## src/rtl/cfd_pkg.sv

```systemverilog
package cfd_pkg;

   typedef enum logic [1:0] {
      MODE_ARRAY  = 2'd0,
      MODE_ID     = 2'd1,
      MODE_QUERY  = 2'd2,
      MODE_STATUS = 2'd3
   } rd_mode_e;

   localparam logic [3:0] K_NONE     = 4'd0;
   localparam logic [3:0] K_ERASE    = 4'd1;
   localparam logic [3:0] K_CHIP     = 4'd2;
   localparam logic [3:0] K_PROG     = 4'd3;
   localparam logic [3:0] K_OTP      = 4'd4;
   localparam logic [3:0] K_LOCK_SET = 4'd5;
   localparam logic [3:0] K_LOCK_CLR = 4'd6;
   localparam logic [3:0] K_LOCK_DN  = 4'd7;
   localparam logic [3:0] K_SUSPEND  = 4'd8;
   localparam logic [3:0] K_RESUME   = 4'd9;
   localparam logic [3:0] K_CLR_STAT = 4'd10;

   localparam logic [7:0] C_ARRAY   = 8'hFF;
   localparam logic [7:0] C_STATUS  = 8'h70;
   localparam logic [7:0] C_CLRSTAT = 8'h50;
   localparam logic [7:0] C_SUSPEND = 8'hB0;
   localparam logic [7:0] C_CONFIRM = 8'hD0;
   localparam logic [7:0] C_IDENT   = 8'h90;
   localparam logic [7:0] C_QUERY   = 8'h98;
   localparam logic [7:0] C_ERASE   = 8'h20;
   localparam logic [7:0] C_CHIP    = 8'h30;
   localparam logic [7:0] C_PROG_A  = 8'h40;
   localparam logic [7:0] C_PROG_B  = 8'h10;
   localparam logic [7:0] C_OTP     = 8'hC0;
   localparam logic [7:0] C_LOCK    = 8'h60;
   localparam logic [7:0] C_LK_SET  = 8'h01;
   localparam logic [7:0] C_LK_DOWN = 8'h2F;

   function automatic logic is_known(input logic [7:0] op);
      case (op)
         C_ARRAY, C_STATUS, C_CLRSTAT, C_SUSPEND, C_CONFIRM, C_IDENT,
         C_QUERY, C_ERASE, C_CHIP, C_PROG_A, C_PROG_B, C_OTP, C_LOCK:
            return 1'b1;
         default:
            return 1'b0;
      endcase
   endfunction

endpackage

```

## src/rtl/cfd_otp_win.sv

```systemverilog
module cfd_otp_win #(
   parameter int AW        = 21,
   parameter int OTP_BASE  = 'h80,
   parameter int OTP_WORDS = 8
) (
   input  logic [AW-1:0] addr,
   input  logic [1:0]    guard,
   output logic          is_lock_word,
   output logic          is_data,
   output logic          locked
);
   localparam logic [AW-1:0] LW       = AW'(OTP_BASE);
   localparam logic [AW-1:0] LAST     = AW'(OTP_BASE + OTP_WORDS);
   localparam logic [AW-1:0] HALF_END = AW'(OTP_BASE + OTP_WORDS / 2);

   logic upper_half;

   assign is_lock_word = (addr == LW);
   assign is_data      = (addr > LW) && (addr <= LAST);
   assign upper_half   = (addr > HALF_END);
   assign locked       = is_data && (upper_half ? guard[1] : guard[0]);
endmodule

```

## src/rtl/cfd_seq.sv

```systemverilog
module cfd_seq
   import cfd_pkg::*;
#(
   parameter int AW        = 21,
   parameter int DW        = 16,
   parameter int OTP_BASE  = 'h80,
   parameter int OTP_WORDS = 8
) (
   input  logic          clk,
   input  logic          rst_n,
   input  logic          wr_en,
   input  logic [AW-1:0] wr_addr,
   input  logic [DW-1:0] wr_data,
   input  logic [1:0]    otp_lock,
   output rd_mode_e      mode,
   output logic          pend,
   output logic          req_valid,
   output logic [3:0]    req_kind,
   output logic [AW-1:0] req_addr,
   output logic [DW-1:0] req_data,
   output logic          seq_err,
   output logic          prot_err
);
   logic [7:0]    op;
   logic [7:0]    pend_op, pend_op_nx;
   logic [AW-1:0] pend_addr, pend_addr_nx;
   logic          pend_nx;
   rd_mode_e      mode_nx;
   logic [3:0]    kind_nx;
   logic          se_nx, pe_nx;
   logic          w_lockw, w_data, w_locked, w_ok;

   assign op = wr_data[7:0];

   cfd_otp_win #(.AW(AW), .OTP_BASE(OTP_BASE), .OTP_WORDS(OTP_WORDS)) u_wwin (
      .addr(wr_addr), .guard(otp_lock),
      .is_lock_word(w_lockw), .is_data(w_data), .locked(w_locked)
   );
   assign w_ok = w_lockw || (w_data && !w_locked);

   always_comb begin
      mode_nx      = mode;
      pend_nx      = pend;
      pend_op_nx   = pend_op;
      pend_addr_nx = pend_addr;
      kind_nx      = K_NONE;
      se_nx        = 1'b0;
      pe_nx        = 1'b0;
      if (wr_en) begin
         if (pend) begin
            pend_nx = 1'b0;
            mode_nx = MODE_STATUS;
            if (wr_addr != pend_addr) begin
               se_nx = 1'b1;
            end else begin
               case (pend_op)
                  C_ERASE:  if (op == C_CONFIRM) kind_nx = K_ERASE; else se_nx = 1'b1;
                  C_CHIP:   if (op == C_CONFIRM) kind_nx = K_CHIP;  else se_nx = 1'b1;
                  C_PROG_A: kind_nx = K_PROG;
                  C_OTP:    if (w_ok) kind_nx = K_OTP; else pe_nx = 1'b1;
                  C_LOCK: begin
                     case (op)
                        C_LK_SET:  kind_nx = K_LOCK_SET;
                        C_CONFIRM: kind_nx = K_LOCK_CLR;
                        C_LK_DOWN: kind_nx = K_LOCK_DN;
                        default:   se_nx   = 1'b1;
                     endcase
                  end
                  default:  se_nx = 1'b1;
               endcase
            end
         end else begin
            case (op)
               C_ARRAY:   mode_nx = MODE_ARRAY;
               C_STATUS:  mode_nx = MODE_STATUS;
               C_IDENT:   mode_nx = MODE_ID;
               C_QUERY:   mode_nx = MODE_QUERY;
               C_CLRSTAT: kind_nx = K_CLR_STAT;
               C_SUSPEND: begin kind_nx = K_SUSPEND; mode_nx = MODE_STATUS; end
               C_CONFIRM: begin kind_nx = K_RESUME;  mode_nx = MODE_STATUS; end
               C_ERASE, C_CHIP, C_OTP, C_LOCK, C_PROG_A, C_PROG_B: begin
                  pend_nx      = 1'b1;
                  pend_op_nx   = (op == C_PROG_B) ? C_PROG_A : op;
                  pend_addr_nx = wr_addr;
               end
               default: ;
            endcase
         end
      end
   end

   always_ff @(posedge clk or negedge rst_n) begin
      if (!rst_n) begin
         mode      <= MODE_ARRAY;
         pend      <= 1'b0;
         pend_op   <= '0;
         pend_addr <= '0;
         req_valid <= 1'b0;
         req_kind  <= K_NONE;
         req_addr  <= '0;
         req_data  <= '0;
         seq_err   <= 1'b0;
         prot_err  <= 1'b0;
      end else begin
         mode      <= mode_nx;
         pend      <= pend_nx;
         pend_op   <= pend_op_nx;
         pend_addr <= pend_addr_nx;
         req_valid <= (kind_nx != K_NONE);
         req_kind  <= kind_nx;
         seq_err   <= se_nx;
         prot_err  <= pe_nx;
         if (wr_en) begin
            req_addr <= wr_addr;
            req_data <= wr_data;
         end
      end
   end
endmodule

```

## src/rtl/cfd_rd_steer.sv

```systemverilog
module cfd_rd_steer
   import cfd_pkg::*;
#(
   parameter int          AW          = 21,
   parameter int          DW          = 16,
   parameter int          OTP_BASE    = 'h80,
   parameter int          OTP_WORDS   = 8,
   parameter int          SMALL_AW    = 12,
   parameter int          LARGE_AW    = 16,
   parameter int unsigned SMALL_LIMIT = 32'h10000,
   parameter logic [15:0] MFR_CODE    = 16'h00B0,
   parameter logic [15:0] DEV_CODE    = 16'h00A1
) (
   input  rd_mode_e      mode,
   input  logic [AW-1:0] addr,
   input  logic [DW-1:0] array_rdata,
   input  logic [DW-1:0] query_rdata,
   input  logic [DW-1:0] status_word,
   input  logic [DW-1:0] otp_rdata,
   input  logic [1:0]    lock_bits,
   input  logic [1:0]    otp_lock,
   output logic [DW-1:0] rd_data
);
   localparam logic [AW-1:0] SLIM = AW'(SMALL_LIMIT);

   logic          r_lockw, r_data, r_locked_unused;
   logic          lock_hit;
   logic [DW-1:0] id_word;

   cfd_otp_win #(.AW(AW), .OTP_BASE(OTP_BASE), .OTP_WORDS(OTP_WORDS)) u_rwin (
      .addr(addr), .guard(2'b00),
      .is_lock_word(r_lockw), .is_data(r_data), .locked(r_locked_unused)
   );

   if (SMALL_AW == LARGE_AW) begin : g_uniform
      assign lock_hit = (addr[SMALL_AW-1:0] == SMALL_AW'(2));
   end else begin : g_split
      assign lock_hit = (addr < SLIM) ? (addr[SMALL_AW-1:0] == SMALL_AW'(2))
                                      : (addr[LARGE_AW-1:0] == LARGE_AW'(2));
   end

   always_comb begin
      if (addr == '0)             id_word = DW'(MFR_CODE);
      else if (addr == AW'(1))    id_word = DW'(DEV_CODE);
      else if (r_lockw)           id_word = DW'(otp_lock);
      else if (r_data)            id_word = otp_rdata;
      else if (lock_hit)          id_word = DW'(lock_bits);
      else                        id_word = '0;
   end

   always_comb begin
      case (mode)
         MODE_ID:     rd_data = id_word;
         MODE_QUERY:  rd_data = query_rdata;
         MODE_STATUS: rd_data = status_word;
         default:     rd_data = array_rdata;
      endcase
   end
endmodule

```

## src/rtl/cfd_cmd_decoder.sv

```systemverilog
module cfd_cmd_decoder
   import cfd_pkg::*;
#(
   parameter int          AW          = 21,
   parameter int          DW          = 16,
   parameter int          OTP_BASE    = 'h80,
   parameter int          OTP_WORDS   = 8,
   parameter int          SMALL_AW    = 12,
   parameter int          LARGE_AW    = 16,
   parameter int unsigned SMALL_LIMIT = 32'h10000,
   parameter logic [15:0] MFR_CODE    = 16'h00B0,
   parameter logic [15:0] DEV_CODE    = 16'h00A1
) (
   input  logic          clk,
   input  logic          rst_n,
   input  logic          wr_en,
   input  logic [AW-1:0] wr_addr,
   input  logic [DW-1:0] wr_data,
   input  logic [AW-1:0] rd_addr,
   output logic [DW-1:0] rd_data,
   output logic [1:0]    rd_mode,
   input  logic [DW-1:0] array_rdata,
   input  logic [DW-1:0] query_rdata,
   input  logic [DW-1:0] status_word,
   input  logic [DW-1:0] otp_rdata,
   input  logic [1:0]    lock_bits,
   input  logic [1:0]    otp_lock,
   output logic          req_valid,
   output logic [3:0]    req_kind,
   output logic [AW-1:0] req_addr,
   output logic [DW-1:0] req_data,
   output logic          seq_err,
   output logic          prot_err
);
   if (DW < 16) begin : g_bad_dw
      $error("cfd_cmd_decoder: DW must be at least 16");
   end
   if (OTP_WORDS < 2 || (OTP_WORDS % 2) != 0) begin : g_bad_otp
      $error("cfd_cmd_decoder: OTP_WORDS must be even and at least 2");
   end
   if (LARGE_AW < SMALL_AW || AW <= LARGE_AW) begin : g_bad_blk
      $error("cfd_cmd_decoder: need SMALL_AW <= LARGE_AW < AW");
   end

   rd_mode_e mode;
   logic     pend;

   cfd_seq #(.AW(AW), .DW(DW), .OTP_BASE(OTP_BASE), .OTP_WORDS(OTP_WORDS)) u_seq (
      .clk(clk), .rst_n(rst_n), .wr_en(wr_en), .wr_addr(wr_addr),
      .wr_data(wr_data), .otp_lock(otp_lock), .mode(mode), .pend(pend),
      .req_valid(req_valid), .req_kind(req_kind), .req_addr(req_addr),
      .req_data(req_data), .seq_err(seq_err), .prot_err(prot_err)
   );

   cfd_rd_steer #(
      .AW(AW), .DW(DW), .OTP_BASE(OTP_BASE), .OTP_WORDS(OTP_WORDS),
      .SMALL_AW(SMALL_AW), .LARGE_AW(LARGE_AW), .SMALL_LIMIT(SMALL_LIMIT),
      .MFR_CODE(MFR_CODE), .DEV_CODE(DEV_CODE)
   ) u_steer (
      .mode(mode), .addr(rd_addr), .array_rdata(array_rdata),
      .query_rdata(query_rdata), .status_word(status_word),
      .otp_rdata(otp_rdata), .lock_bits(lock_bits), .otp_lock(otp_lock),
      .rd_data(rd_data)
   );

   assign rd_mode = mode;
endmodule

```

## config.mk

```make
export PLATFORM = sky130hd
export DESIGN_NAME = cfd_cmd_decoder
export DESIGN_NICKNAME = d
export VERILOG_FILES = /design/src/rtl/cfd_pkg.sv /design/src/rtl/cfd_otp_win.sv /design/src/rtl/cfd_seq.sv /design/src/rtl/cfd_rd_steer.sv /design/src/rtl/cfd_cmd_decoder.sv
export SDC_FILE = /design/constraint.sdc
export NUM_CORES = 1
export LEC_CHECK = 0
export ABC_CLOCK_PERIOD_IN_PS = 3720
export BUFFER_PORTS_ARGS = -buffer_cell sky130_fd_sc_hd__buf_4
export CAP_MARGIN = 10
export CORE_UTILIZATION = 40
export DETAILED_ROUTE_END_ITERATION = 10
export PLACE_DENSITY = 0.8
export SYNTH_ARGS = -nofsm -noshare
export SYNTH_HDL_FRONTEND = slang
export SYNTH_SLANG_ARGS = --single-unit
```

## constraint.sdc

```tcl
create_clock -name clk -period 3.72 [get_ports clk]
set_input_delay 0.558 -clock clk [delete_from_list [all_inputs] [get_ports clk]]
set_output_delay 0.558 -clock clk [all_outputs]
set_load 0.03 [all_outputs]
```

Word-level counts from Yosys, hierarchy flattened
Index checks and enable logic that the tools add are counted.
{"block": "totals", "wordCells": 95, "reg_bits": 76}
{"block": "classes", "reduce_logical": 16, "n_eq_ne": 29, "n_lt_le_gt_ge": 6, "n_bitwise": 1, "n_mux": 33}
{"cell": "$mux 16", "count": 4}
{"cell": "$gt 21x8->1 const B", "count": 3}
{"cell": "$eq 8x8->1 const B", "count": 7}
{"cell": "$eq 8x7->1 const B", "count": 6}
{"cell": "$pmux 16 s3", "count": 1}
{"cell": "$eq 21x8->1 const B", "count": 2}
{"cell": "$le 21x8->1 const B", "count": 2}
{"cell": "$eq 8x6->1 const B", "count": 5}
{"cell": "$eq 21x1->1 const B", "count": 1}
{"cell": "$logic_not 21->1", "count": 1}
{"cell": "$lt 21x17->1 const B", "count": 1}
{"cell": "$ne 21x21->1", "count": 1}
{"cell": "$pmux 4 s5", "count": 1}
{"cell": "$eq 16x2->1 const B", "count": 1}
{"cell": "$mux 1", "count": 15}
{"cell": "$eq 12x2->1 const B", "count": 1}
{"cell": "$mux 4", "count": 3}
{"cell": "$pmux 4 s3", "count": 1}
{"cell": "$pmux 3 s3", "count": 1}
{"cell": "$eq 8x1->1 const B", "count": 1}
{"cell": "$eq 8x5->1 const B", "count": 1}
{"cell": "$mux 8", "count": 1}
{"cell": "$pmux 2 s4", "count": 1}
{"cell": "$mux 2", "count": 3}
{"cell": "other kinds (15)", "count": 21}

Longest topological paths before layout
{"block": "depth", "word_depth": 12, "mapped_depth": 7, "mapped_depth_nobuf": 5}

Modules after synthesis
From an unflattened synthesis, not the netlist that was laid out.
{"block": "unflattened", "hier_cells": 410, "hier_area_um2": 4279.1}
{"module": "cfd_seq", "cells_each": 258, "instances": 1, "seq_area_each_um2": 1901.8, "area_each_um2": 3360.7}
{"module": "cfd_rd_steer", "cells_each": 120, "instances": 1, "seq_area_each_um2": 0.0, "area_each_um2": 685.7}
{"module": "cfd_otp_win", "cells_each": 16, "instances": 2, "seq_area_each_um2": 0.0, "area_each_um2": 116.4}

Worst setup path after synthesis
OpenSTA, ideal clock, no wires.
{"block": "synth_path", "kind": "input-to-output", "from": "input rd_addr[18]", "to": "output rd_data[1]", "path_slack_ps": 570, "arrival_ps": 2592, "stages": 6, "required_time_ps": 3162, "path_cell_list": "or4_4 -> nor4_4 -> and4bb_1 -> buf_6 -> a32oi_1 -> a21boi_0"}
{"block": "synth_via", "elab_chain_len": 8, "elab_cells_between_ends": 14, "classes_between": "order compare: 3; eq/ne: 2; mux: 7; reduce/logical: 2"}
{"item": "start: declaration", "line_no": "cfd_cmd_decoder.sv:19", "rtl": "input logic [AW-1:0] rd_addr,"}
{"item": "$lt 21x17->1", "line_no": "cfd_rd_steer.sv:38", "rtl": "assign lock_hit = (addr < SLIM) ? (addr[SMALL_AW-1:0] == SMALL_AW'(2))"}
{"item": "$mux 1", "line_no": "cfd_rd_steer.sv:38"}
{"item": "$mux 2", "line_no": "cfd_rd_steer.sv:47", "rtl": "else if (lock_hit) id_word = DW'(lock_bits);"}
{"item": "$mux 16", "line_no": "cfd_rd_steer.sv:46", "rtl": "else if (r_data) id_word = otp_rdata;"}
{"item": "$mux 16", "line_no": "cfd_rd_steer.sv:45", "rtl": "else if (r_lockw) id_word = DW'(otp_lock);"}
{"item": "$mux 16", "line_no": "cfd_rd_steer.sv:44", "rtl": "else if (addr == AW'(1)) id_word = DW'(DEV_CODE);"}
{"item": "$mux 16 *", "line_no": "cfd_rd_steer.sv:43", "rtl": "if (addr == '0) id_word = DW'(MFR_CODE);"}
{"item": "$pmux 16 s3 *", "line_no": "cfd_rd_steer.sv:52", "rtl": "case (mode)"}
{"item": "end: declaration", "line_no": "cfd_cmd_decoder.sv:20", "rtl": "output logic [DW-1:0] rd_data,"}
Every way passes the cells marked *; elsewhere a longest branch is shown, timed or not.

Final worst setup path
{"block": "layout_path", "from": "input rd_addr[18]", "to": "output rd_data[4]"}
{"block": "layout_via", "elab_chain_len": 7, "elab_cells_between_ends": 11, "classes_between": "order compare: 2; eq/ne: 2; mux: 5; reduce/logical: 2"}
{"item": "$gt 21x8->1 / $le 21x8->1 (equally long branches)", "line_no": "cfd_otp_win.sv:19", "rtl": "assign is_data = (addr > LW) && (addr <= LAST);"}
{"item": "$logic_and 1x1->1", "line_no": "cfd_otp_win.sv:19"}
{"item": "$mux 16", "line_no": "cfd_rd_steer.sv:46"}
{"item": "$mux 16", "line_no": "cfd_rd_steer.sv:45"}
{"item": "$mux 16", "line_no": "cfd_rd_steer.sv:44"}
{"item": "$mux 16 *", "line_no": "cfd_rd_steer.sv:43"}
{"item": "$pmux 16 s3 *", "line_no": "cfd_rd_steer.sv:52"}
Marks and branches as above.

==> flow_summary_export.csv <==
group,metric,value,unit
worst_setup_path,crit_fanout,16,
worst_setup_path,required,3.16,ns
clock_network,clockRootBuffer,"clkbuf_8",
clock_network,cts_buffers,9,
worst_setup_path,reg2reg_to,"u_seq.req_kind[2]",
timing,finClkSkew,0.0110,ns
drt,drtPass1Iterations,5,
timing,max_slew_margin,0.363,
logic_synthesis,yosysWarnings,0,
final_layout,multi_input_area,2240,um^2
drt,wl,12600,um
clock_network,cts_resized,0,
global_route,grt_pass1_vias,3969,
floorplanning,core_area,10400,um^2
logic_synthesis,synthFlopType,"dfrtp_1",
logic_synthesis,synth_edf_count,0,
final_layout,nFillCells,922,
worst_setup_path,worstPathArrival,2.62,ns
logic_synthesis,synth_cells,403,
logic_synthesis,synthTopCellsByArea,"dfrtp_1, mux2_2, xnor2_1, a21oi_1, a21oi_2",
pwr,vdd_drop_max,246,uV
timing,period_needed,3.18,ns
final_layout,fin_util,0.580,
worst_setup_path,crit_start,"rd_addr[18]",
timing,hold_violations,0,
timing,finalMaxSlewViolations,0,
timing,grt_setup_unrepaired,"no",
drt,route.detailed.drc,0,
place,dp_cells,712,
logic_synthesis,synth_top_area_share,0.439,
floorplanning,dieArea,11200,um^2
pwr,power.total,2.84,mW
clock_network,clk_pin_slew,0.08,ns
final_layout,nets,716,
drt,routedWlPerCell,17.3,um
logic_synthesis,synth-async-reset-ratio,1.00,
pwr,p_leak,2.73,nW
logic_synthesis,seq_area_frac_synth,0.439,
final_layout,n_antenna_cell,0,
timing,tightestPinTransition,0.955,ns
floorplanning,io_pins,191,
worst_setup_path,endpoint_kind,"output pin",
worst_setup_path,path_class,"in -> out",
floorplanning,die_x,106,um
final_layout,synthToLayoutAreaGrowth,39.5,%
timing,final-setup-viol-count,0,
global_route,grt_overflow_total,0,
logic_synthesis,synth_commonest_cells,"dfrtp_1, mux2_2, a21oi_1",
job,cap_violations,0,
final_layout,fin_cells,728,
timing,period_share,0.854,
hold_path,worstHoldPathType,"in -> async",
drt,via_per_inst,5.35,
floorplanning,rows,37,
logic_synthesis,synth_top_cell_by_area,"dfrtp_1",
global_route,antenna_found_initial,0,
worst_setup_path,rrSetupSlack,1.59,ns
worst_setup_path,reg2reg_from,"u_seq.pend_op[1]",
worst_setup_path,reg2regPathDepth,5,
clock_network,clk_path_buf_depth,2,
timing,setup_tns,0,ns
place,dp_hpwl,9740,um
clock_network,cts_sinks,76,
logic_synthesis,synth_most_common_cell,"dfrtp_1",
worst_setup_path,startpoint_type,"primary input",
timing,clock.fmax,0.315,GHz
clock_network,cts_tree,"built",
global_route,grt_pass1_wl,20000,um
drt,vias,3897,
logic_synthesis,synth.avg_cell_area,10.7,um^2
clock_network,clk-insertion-delay-late,0.35,ns
floorplanning,start_util,0.415,
place,place.port_buffers,190,
final_layout,drive_above_1_share,0.514,
global_route,track_usage,0.230,
logic_synthesis,netlist_area,4330,um^2
pwr,p_per_area,469,nW/um^2
global_route,grt_max_degree,77,
clock_network,ctsHoldBuffers,0,
run_status,status,"completed",
logic_synthesis,ys_types,68,
logic_synthesis,synth.net_count,532,
drt,ant_nets,0,
drt,drt_iter0_drc,307,
place,gp_congestion,0.884,
clock_network,cts_setup_buffers,0,
logic_synthesis,ys_seq_elements,76,
floorplanning,die-height,106,um
final_layout,register_area,1900,um^2
clock_network,cts.htree.levels,3,
worst max path at each step:
| stage | to | cells past startpoint |
|---|---|---|
| after floorplan | rd_data[1] | 6 |
| after global placement | rd_data[4] | 8 |
| after detailed placement | rd_data[4] | 8 |
| after CTS | rd_data[4] | 8 |
| after global routing | rd_data[4] | 8 |
| final | rd_data[4] | 8 |
area by class of cell:
| cell class | count | area share |
|---|---|---|
| clock buffers | 11 | 0.0234 |
| clock inverters | 5 | 0.0102 |
| inverters | 17 | 0.0106 |
| multi-input cells | 288 | 0.370 |
| flip-flops and latches | 76 | 0.315 |
| well taps | 136 | 0.0282 |
| repair buffers | 195 | 0.242 |
critical path: stages:
cell,delay (ns)
buf_4,0.11
or4_4,0.55
nor4_4,0.38
and4bb_1,0.24
buf_4,0.25
nand2_1,0.08
a31oi_1,0.24
buf_4,0.21
cells by family (layout without fill, tap and decap cells):
| family | Yosys count | in the layout | share of synthesized area |
|---|---|---|---|
| AND/OR/NAND/NOR | 115 | 115 | 0.165 |
| AO/OA/AOI/OAI | 84 | 84 | 0.129 |
| flip-flops | 76 | 76 | 0.439 |
| multiplexers | 64 | 64 | 0.172 |
| buffers and inverters | 39 | 228 | 0.0437 |
| XOR/XNOR | 24 | 24 | 0.0486 |
| adder cells (fa/ha/maj) | 1 | 1 | 0.00231 |
placed cells by master, fill, tap and decap left out, types with 3 or more instances in the layout:
master / synthesis / layout
nor4_1: 8 / 8
xnor2_1: 21 / 21
or2_2: 3 / 3
nand3_2: 8 / 8
a31oi_1: 4 / 4
nand2_1: 17 / 17
or4_1: 5 / 5
o22ai_1: 3 / 3
nand2b_1: 3 / 3
a21oi_1: 33 / 33
o21ai_0: 8 / 8
mux2_2: 62 / 62
buf_4: 0 / 195
a21oi_2: 10 / 10
clkinv_4: 0 / 3
nor2b_1: 6 / 6
inv_1: 17 / 17
nand3_1: 14 / 14
dfrtp_1: 76 / 76
nand4_1: 8 / 8
clkbuf_8: 1 / 10
nor3_1: 5 / 5
xor2_1: 3 / 3
nor2_1: 16 / 16
state kept, by name, indices dropped and copies added, names as in the netlist:
signal / count
u_seq.req_valid: 1
u_seq.seq_err: 1
u_seq.req_addr: 21
u_seq.pend_addr: 21
u_seq.req_data: 16
u_seq.mode: 2
u_seq.req_kind: 4
u_seq.prot_err: 1
u_seq.pend: 1
u_seq.pend_op: 8
through the flow:
step / setup slack (ns) / hold slack (ns) / instance area, um^2
4_1_cts: 0.508 / 0.374 / 6040
2_1_floorplan: 0.570 / 0.262 / 4330
3_3_place_gp: 0.532 / 0.485 / 5840
6_report: 0.544 / 0.321 / 6040
3_5_place_dp: 0.514 / 0.486 / 5840
5_1_grt: 0.421 / 0.407 / 6040
metal layers:
metal	GRT usage	wire length, um	vias up
met3	0.0490	840	20
met5	0	0	-
met1	0.257	4830	1871
met4	0.0893	260	0
li1	-	-	1854
met2	0.425	6680	152
report_power, final:
| part | internal, mW | switching [mW] |
|---|---|---|
| Combinational | 0.518 | 0.679 |
| Clock | 0.331 | 0.302 |
| Sequential | 0.932 | 0.0730 |
| Total | 1.78 | 1.05 |
Note: power is estimated with default switching activity, not from simulation.
